File: src/rtl/dispPkg.sv
package dispPkg;

  localparam int ANODE_COUNT = 4;
  localparam int SEG_COUNT   = 7;

  localparam logic [SEG_COUNT-1:0]   SEG_BLANK  = 7'b1111111;
  localparam logic [ANODE_COUNT-1:0] ANODE_IDLE = 4'b1111;

  // Strobes passed from control to datapath
  typedef struct packed {
    logic countTick;  // one-cycle count advance
    logic digitSel;   // 0 = units, 1 = tens
  } dispStrobe_t;

  // Active-low segment pattern for one BCD digit, bit 6 = top segment
  function automatic logic [SEG_COUNT-1:0] segOf(input logic [3:0] digit);
    logic [SEG_COUNT-1:0] pat;
    case (digit)
      4'd0:    pat = 7'b0000001;
      4'd1:    pat = 7'b1001111;
      4'd2:    pat = 7'b0010010;
      4'd3:    pat = 7'b0000110;
      4'd4:    pat = 7'b1001100;
      4'd5:    pat = 7'b0100100;
      4'd6:    pat = 7'b0100000;
      4'd7:    pat = 7'b0001111;
      4'd8:    pat = 7'b0000000;
      4'd9:    pat = 7'b0000100;
      default: pat = SEG_BLANK;
    endcase
    return pat;
  endfunction

endpackage

File: src/rtl/dispCtrl.sv
module dispCtrl
  import dispPkg::*;
#(
  parameter int TICK_DIV    = 25_000_000,
  parameter int REFRESH_DIV = 100_000
) (
  input  logic        clk,
  input  logic        rst,
  output dispStrobe_t strobes
);

  localparam int TICK_W = (TICK_DIV > 1) ? $clog2(TICK_DIV) : 1;
  localparam int REF_W  = (REFRESH_DIV > 1) ? $clog2(REFRESH_DIV) : 1;
  localparam logic [TICK_W-1:0] TICK_LAST = TICK_W'(TICK_DIV - 1);
  localparam logic [REF_W-1:0]  REF_LAST  = REF_W'(REFRESH_DIV - 1);

  logic [TICK_W-1:0] tickCnt;
  logic [REF_W-1:0]  refCnt;
  logic              tickLast;
  logic              refLast;
  logic              digitSel;

  assign tickLast = (tickCnt == TICK_LAST);
  assign refLast  = (refCnt == REF_LAST);

  // slow divider: count strobe once per TICK_DIV cycles
  always_ff @(posedge clk) begin
    if (rst)           tickCnt <= '0;
    else if (tickLast) tickCnt <= '0;
    else               tickCnt <= tickCnt + 1'b1;
  end

  // fast divider: digit select flips once per REFRESH_DIV cycles
  always_ff @(posedge clk) begin
    if (rst)          refCnt <= '0;
    else if (refLast) refCnt <= '0;
    else              refCnt <= refCnt + 1'b1;
  end

  always_ff @(posedge clk) begin
    if (rst)          digitSel <= 1'b0;
    else if (refLast) digitSel <= ~digitSel;
  end

  always_comb begin
    strobes.countTick = tickLast;
    strobes.digitSel  = digitSel;
  end

endmodule

File: src/rtl/dispData.sv
module dispData
  import dispPkg::*;
#(
  parameter int MAX_COUNT   = 19,
  parameter bit BLANK_LEAD0 = 1'b1
) (
  input  logic                   clk,
  input  logic                   rst,
  input  dispStrobe_t            strobes,
  output logic [SEG_COUNT-1:0]   seg,
  output logic [ANODE_COUNT-1:0] anode
);

  localparam logic [3:0] TENS_TOP  = 4'(MAX_COUNT / 10);
  localparam logic [3:0] UNITS_TOP = 4'(MAX_COUNT % 10);

  logic [3:0] unitsDigit;
  logic [3:0] tensDigit;
  logic       atTerminal;
  logic       unitsRoll;
  logic [3:0] shownDigit;
  logic       blankShown;
  logic [SEG_COUNT-1:0]   segNext;
  logic [ANODE_COUNT-1:0] anodeNext;

  assign atTerminal = (tensDigit == TENS_TOP) && (unitsDigit == UNITS_TOP);
  assign unitsRoll  = (unitsDigit == 4'd9);

  // BCD counter with wrap after the terminal count
  always_ff @(posedge clk) begin
    if (rst) begin
      unitsDigit <= '0;
      tensDigit  <= '0;
    end else if (strobes.countTick) begin
      if (atTerminal) begin
        unitsDigit <= '0;
        tensDigit  <= '0;
      end else if (unitsRoll) begin
        unitsDigit <= '0;
        tensDigit  <= tensDigit + 1'b1;
      end else begin
        unitsDigit <= unitsDigit + 1'b1;
      end
    end
  end

  // digit mux, leading-zero blanking, decode
  generate
    if (BLANK_LEAD0) begin : g_blank
      assign blankShown = strobes.digitSel && (tensDigit == 4'd0);
    end else begin : g_noBlank
      assign blankShown = 1'b0;
    end
  endgenerate

  assign shownDigit = strobes.digitSel ? tensDigit : unitsDigit;

  always_comb begin
    segNext   = blankShown ? SEG_BLANK : segOf(shownDigit);
    anodeNext = ANODE_IDLE;
    if (strobes.digitSel) anodeNext[1] = 1'b0;
    else                  anodeNext[0] = 1'b0;
  end

  // one register stage loads anode and segments together
  always_ff @(posedge clk) begin
    if (rst) begin
      seg   <= SEG_BLANK;
      anode <= ANODE_IDLE;
    end else begin
      seg   <= segNext;
      anode <= anodeNext;
    end
  end

endmodule

File: src/rtl/twoDigitDisplay.sv
module twoDigitDisplay #(
  parameter int TICK_DIV    = 25_000_000,
  parameter int REFRESH_DIV = 100_000,
  parameter int MAX_COUNT   = 19
) (
  input  logic       clk,
  input  logic       rst,
  output logic [6:0] seg,
  output logic [3:0] anode
);

  dispPkg::dispStrobe_t strobes;

  dispCtrl #(
    .TICK_DIV   (TICK_DIV),
    .REFRESH_DIV(REFRESH_DIV)
  ) ctrl (
    .clk    (clk),
    .rst    (rst),
    .strobes(strobes)
  );

  dispData #(
    .MAX_COUNT  (MAX_COUNT),
    .BLANK_LEAD0(1'b1)
  ) data (
    .clk    (clk),
    .rst    (rst),
    .strobes(strobes),
    .seg    (seg),
    .anode  (anode)
  );

endmodule

File: config.mk
export PLATFORM = sky130hd
export DESIGN_NAME = twoDigitDisplay
export DESIGN_NICKNAME = d
export VERILOG_FILES = /design/src/rtl/dispPkg.sv /design/src/rtl/dispCtrl.sv /design/src/rtl/dispData.sv /design/src/rtl/twoDigitDisplay.sv
export SDC_FILE = /design/constraint.sdc
export NUM_CORES = 1
export LEC_CHECK = 0
export BUFFER_PORTS_ARGS = -buffer_cell sky130_fd_sc_hd__buf_2
export CAP_MARGIN = 10
export CORE_ASPECT_RATIO = 1.4
export CORE_MARGIN = 2
export CORE_UTILIZATION = 62
export CTS_CLUSTER_DIAMETER = 100
export CTS_CLUSTER_SIZE = 28
export DETAILED_ROUTE_END_ITERATION = 8
export GPL_ROUTABILITY_DRIVEN = 0
export PLACE_DENSITY_LB_ADDON = 0.12
export SLEW_MARGIN = 20
export SYNTH_ARGS = -nofsm -noshare
export SYNTH_HDL_FRONTEND = slang
export SYNTH_SLANG_ARGS = --single-unit
File: constraint.sdc
create_clock -name clk -period 4.6 [get_ports clk]
set_input_delay 0.23 -clock clk [delete_from_list [all_inputs] [get_ports clk]]
set_output_delay 0.23 -clock clk [all_outputs]
set_load 0.05 [all_outputs]
==> flow_summary_export.csv <==
group,metric,value,unit
logic_synthesis,synth_ff_type,"dfxtp_1",
placement,hpwl,3.35,mm
logic_synthesis,synthTopCellsByCount,"dfxtp_1 (60), nor2_1 (51), nand2_1 (30)",
sta,slew_viol_final,0,
logic_synthesis,synth-edff-count,0,
pwr,leakage,1.17,nW
logic_synthesis,synthCells,315,
pwr,p_per_area,354,nW/µm²
worst_setup_path,cp.arrival,2.37,ns
sta,hold_viol,0,
global_routing,grt_usage,22.0,%
outcome,status,"completed",
cts,cts_max_level,3,
floorplanning,die_w,60.6,µm
worst_setup_path,path_cells,"ha_1 -> nand3_4 -> nor4_4 -> nand2_2 -> nand2b_1 -> nor2_1",
worst_hold_path,hp-class,"in2reg",
sta,fin_crit,2.18,ns
worst_setup_path,critical-path-top-delay-family,"simple AND/OR/NAND/NOR gates",
placement,post-place-ws,2.35,ns
logic_synthesis,ys_seq_elements,60,
pwr,peakVddDrop,0.275,mV
floorplanning,ios,13,
global_routing,grt_pass1_vias,1947,
logic_synthesis,yosys-top-cells-area,"dfxtp_1 (43%), xor2_1 (8.5%), nor2_1 (6.9%), ha_1 (5.9%), xnor2_1 (4.1%)",
placement,place_area,2840,µm²
detailed_routing,wirelength,4.81,mm
detailed_routing,vias_per_cell,5.37,
worst_setup_path,cp-end-kind,"flip-flop",
layout,stdcell_area,3060,µm²
run,drv_cap,0,
worst_setup_path,start_kind,"flip-flop",
sta,max_slew.worst_pin.slew,0.865,ns
logic_synthesis,synth_top_area_share,43.3,%
cts,cts-hold-fix-buffers,0,
floorplanning,dieArea,5040,µm²
detailed_routing,drtIter0Drc,124,
layout,nets,340,
cts,clockBufferDepth,2,
worst_setup_path,cp_max_fo,24,
logic_synthesis,syn_avg_cell_area,8.81,µm²
logic_synthesis,yosysSeqAreaShare,43.3,%
floorplanning,die_h,83.2,µm
logic_synthesis,yosys_warnings,0,
logic_synthesis,synthDistinctLibCells,40,
sta,min_period_over_period,47.5,%
cts,post_cts_resized,0,
sta,setup_slack,2.42,ns
detailed_routing,ant_nets,0,
detailed_routing,wl_per_cell,12.3,µm
logic_synthesis,netlist_area,2780,µm²
layout,instances_no_fill,390,
detailed_routing,first_pass_iters,4,
layout,areaGrowthSynthToFinish,10.2,%
cts,cts_tree,"done",
cts,postCtsSetupBuffers,0,
floorplanning,num_rows,28,
worst_setup_path,max_stage_delay,0.67,ns
placement,numPortBuffers,10,
worst_setup_path,required,4.79,ns
detailed_routing,vias,2096,
floorplanning,coreArea,4270,µm²
layout,drive_gt1_share,10.3,%
sta,relSlewSlack,42.3,%
cts,clock-sinks,60,
sta,finalSetupViolCount,0,
logic_synthesis,async_flop_share,0,%
layout,post-route-util,71.6,%
sta,worst_clock_skew,0.00991,ns
cts,clk_pin_slew_worst_paths,0.07,ns
logic_synthesis,synth_most_common_cell,"dfxtp_1",
layout,antenna_cells,0,
worst_setup_path,cp_slowest_cell,"nand2b_1",
cts,clock_latency,0.33,ns
sta,max_freq,458,MHz
global_routing,grt_overflow,0,
sta,rsz0062_at_grt,"no",
worst_setup_path,worst-path-buf-inv,0,
cts,cts_buffers,9,
placement,placed_cells,374,
worst_setup_path,critPathKind,"reg2reg",
sta,finalSetupTns,0,ns
floorplanning,start_util,65.0,%
global_routing,antenna_found_initial,0,
cts,cts-root-buf,"clkbuf_8",
logic_synthesis,synthDominantAreaCellType,"dfxtp_1",
global_routing,grt_max_degree,25,
detailed_routing,drc_errors,0,
global_routing,grt_pass1_wl,8.45,mm
==> path summary, 6_finish.rpt <==
check | start | to | slack, ns | depth (start not counted)
setup reg to reg | ctrl.tickCnt[0]$_SDFF_PP0_ | ctrl.tickCnt[14]$_SDFF_PP0_ | 2.42 | 6
setup / recovery | ctrl.tickCnt[0]$_SDFF_PP0_ | ctrl.tickCnt[14]$_SDFF_PP0_ | 2.42 | 6
hold reg to reg | ctrl.tickCnt[0]$_SDFF_PP0_ | ctrl.tickCnt[0]$_SDFF_PP0_ | 0.46 | 1
hold / removal | rst | ctrl.tickCnt[4]$_SDFF_PP0_ | 0.26 | 2
==> per-stage QoR <==
| step | hold WS [ns] | total power, mW |
|---|---|---|
| after global placement | 0.438 | 0.581 |
| after CTS | 0.254 | 1.09 |
| after floorplan | 0.299 | 0.577 |
| after detailed placement | 0.454 | 0.582 |
| after global routing | 0.259 | 1.13 |
| final | 0.257 | 1.08 |
==> kinds of logic (layout without fill, tap and decap cells) <==
logic type	Yosys count	count (layout)	synth area share, %
and+or+nand+nor	155	155	28.6
adders and majority gates	13	13	5.86
xor gates and xnor gates	40	40	12.6
muxes	6	6	2.21
AOI/OAI and AO/OA	20	20	4.06
DFF	60	60	43.3
buffers and inverters	20	34	3.29
other	1	2	0.135
==> cell usage in the layout (no fill, tap or decap), types with 4 or more instances in the layout <==
cell	instances
nor2_1	51
nor3_1	4
ha_1	13
dfxtp_1	60
inv_1	8
nand4_1	12
clkbuf_8	10
xor2_1	27
o21ai_0	6
nand3_1	22
xnor2_1	13
and3_1	7
buf_2	10
nand2_1	30
mux2i_1	5
a21oi_1	9
==> registers in the layout (all words and copies together), names as in the netlist <==
register,count
ctrl.tickCnt,25
data.unitsDigit,4
data.anode,2
data.seg,7
ctrl.digitSel,1
ctrl.refCnt,17
data.tensDigit,4
==> final cells by class <==
cell class	count	area, µm²
Multi-Input combinational cell	236	1490
Fill cell	370	1210
Sequential cell	60	1200
Clock buffer	11	141
Clock inverter	5	75.1
Tap cell	60	75.1
Timing Repair Buffer	10	50.0
Inverter	8	30.0
==> power by group <==
| part | switching, mW | leakage [nW] | total, mW | internal [mW] |
|---|---|---|---|---|
| registers | 0.00529 | 0.487 | 0.533 | 0.527 |
| clock network | 0.197 | 0.113 | 0.514 | 0.317 |
| logic | 0.0290 | 0.569 | 0.0374 | 0.00836 |
| total | 0.231 | 1.17 | 1.08 | 0.853 |
==> metal layers <==
metal | track usage, % | part of all wire [%]
met5 | 0 | 0
met4 | 10.9 | 1.8
met3 | 7.94 | 2.6
met2 | 34.5 | 51
met1 | 25.7 | 45
Note: power is estimated with default switching activity, not from simulation.
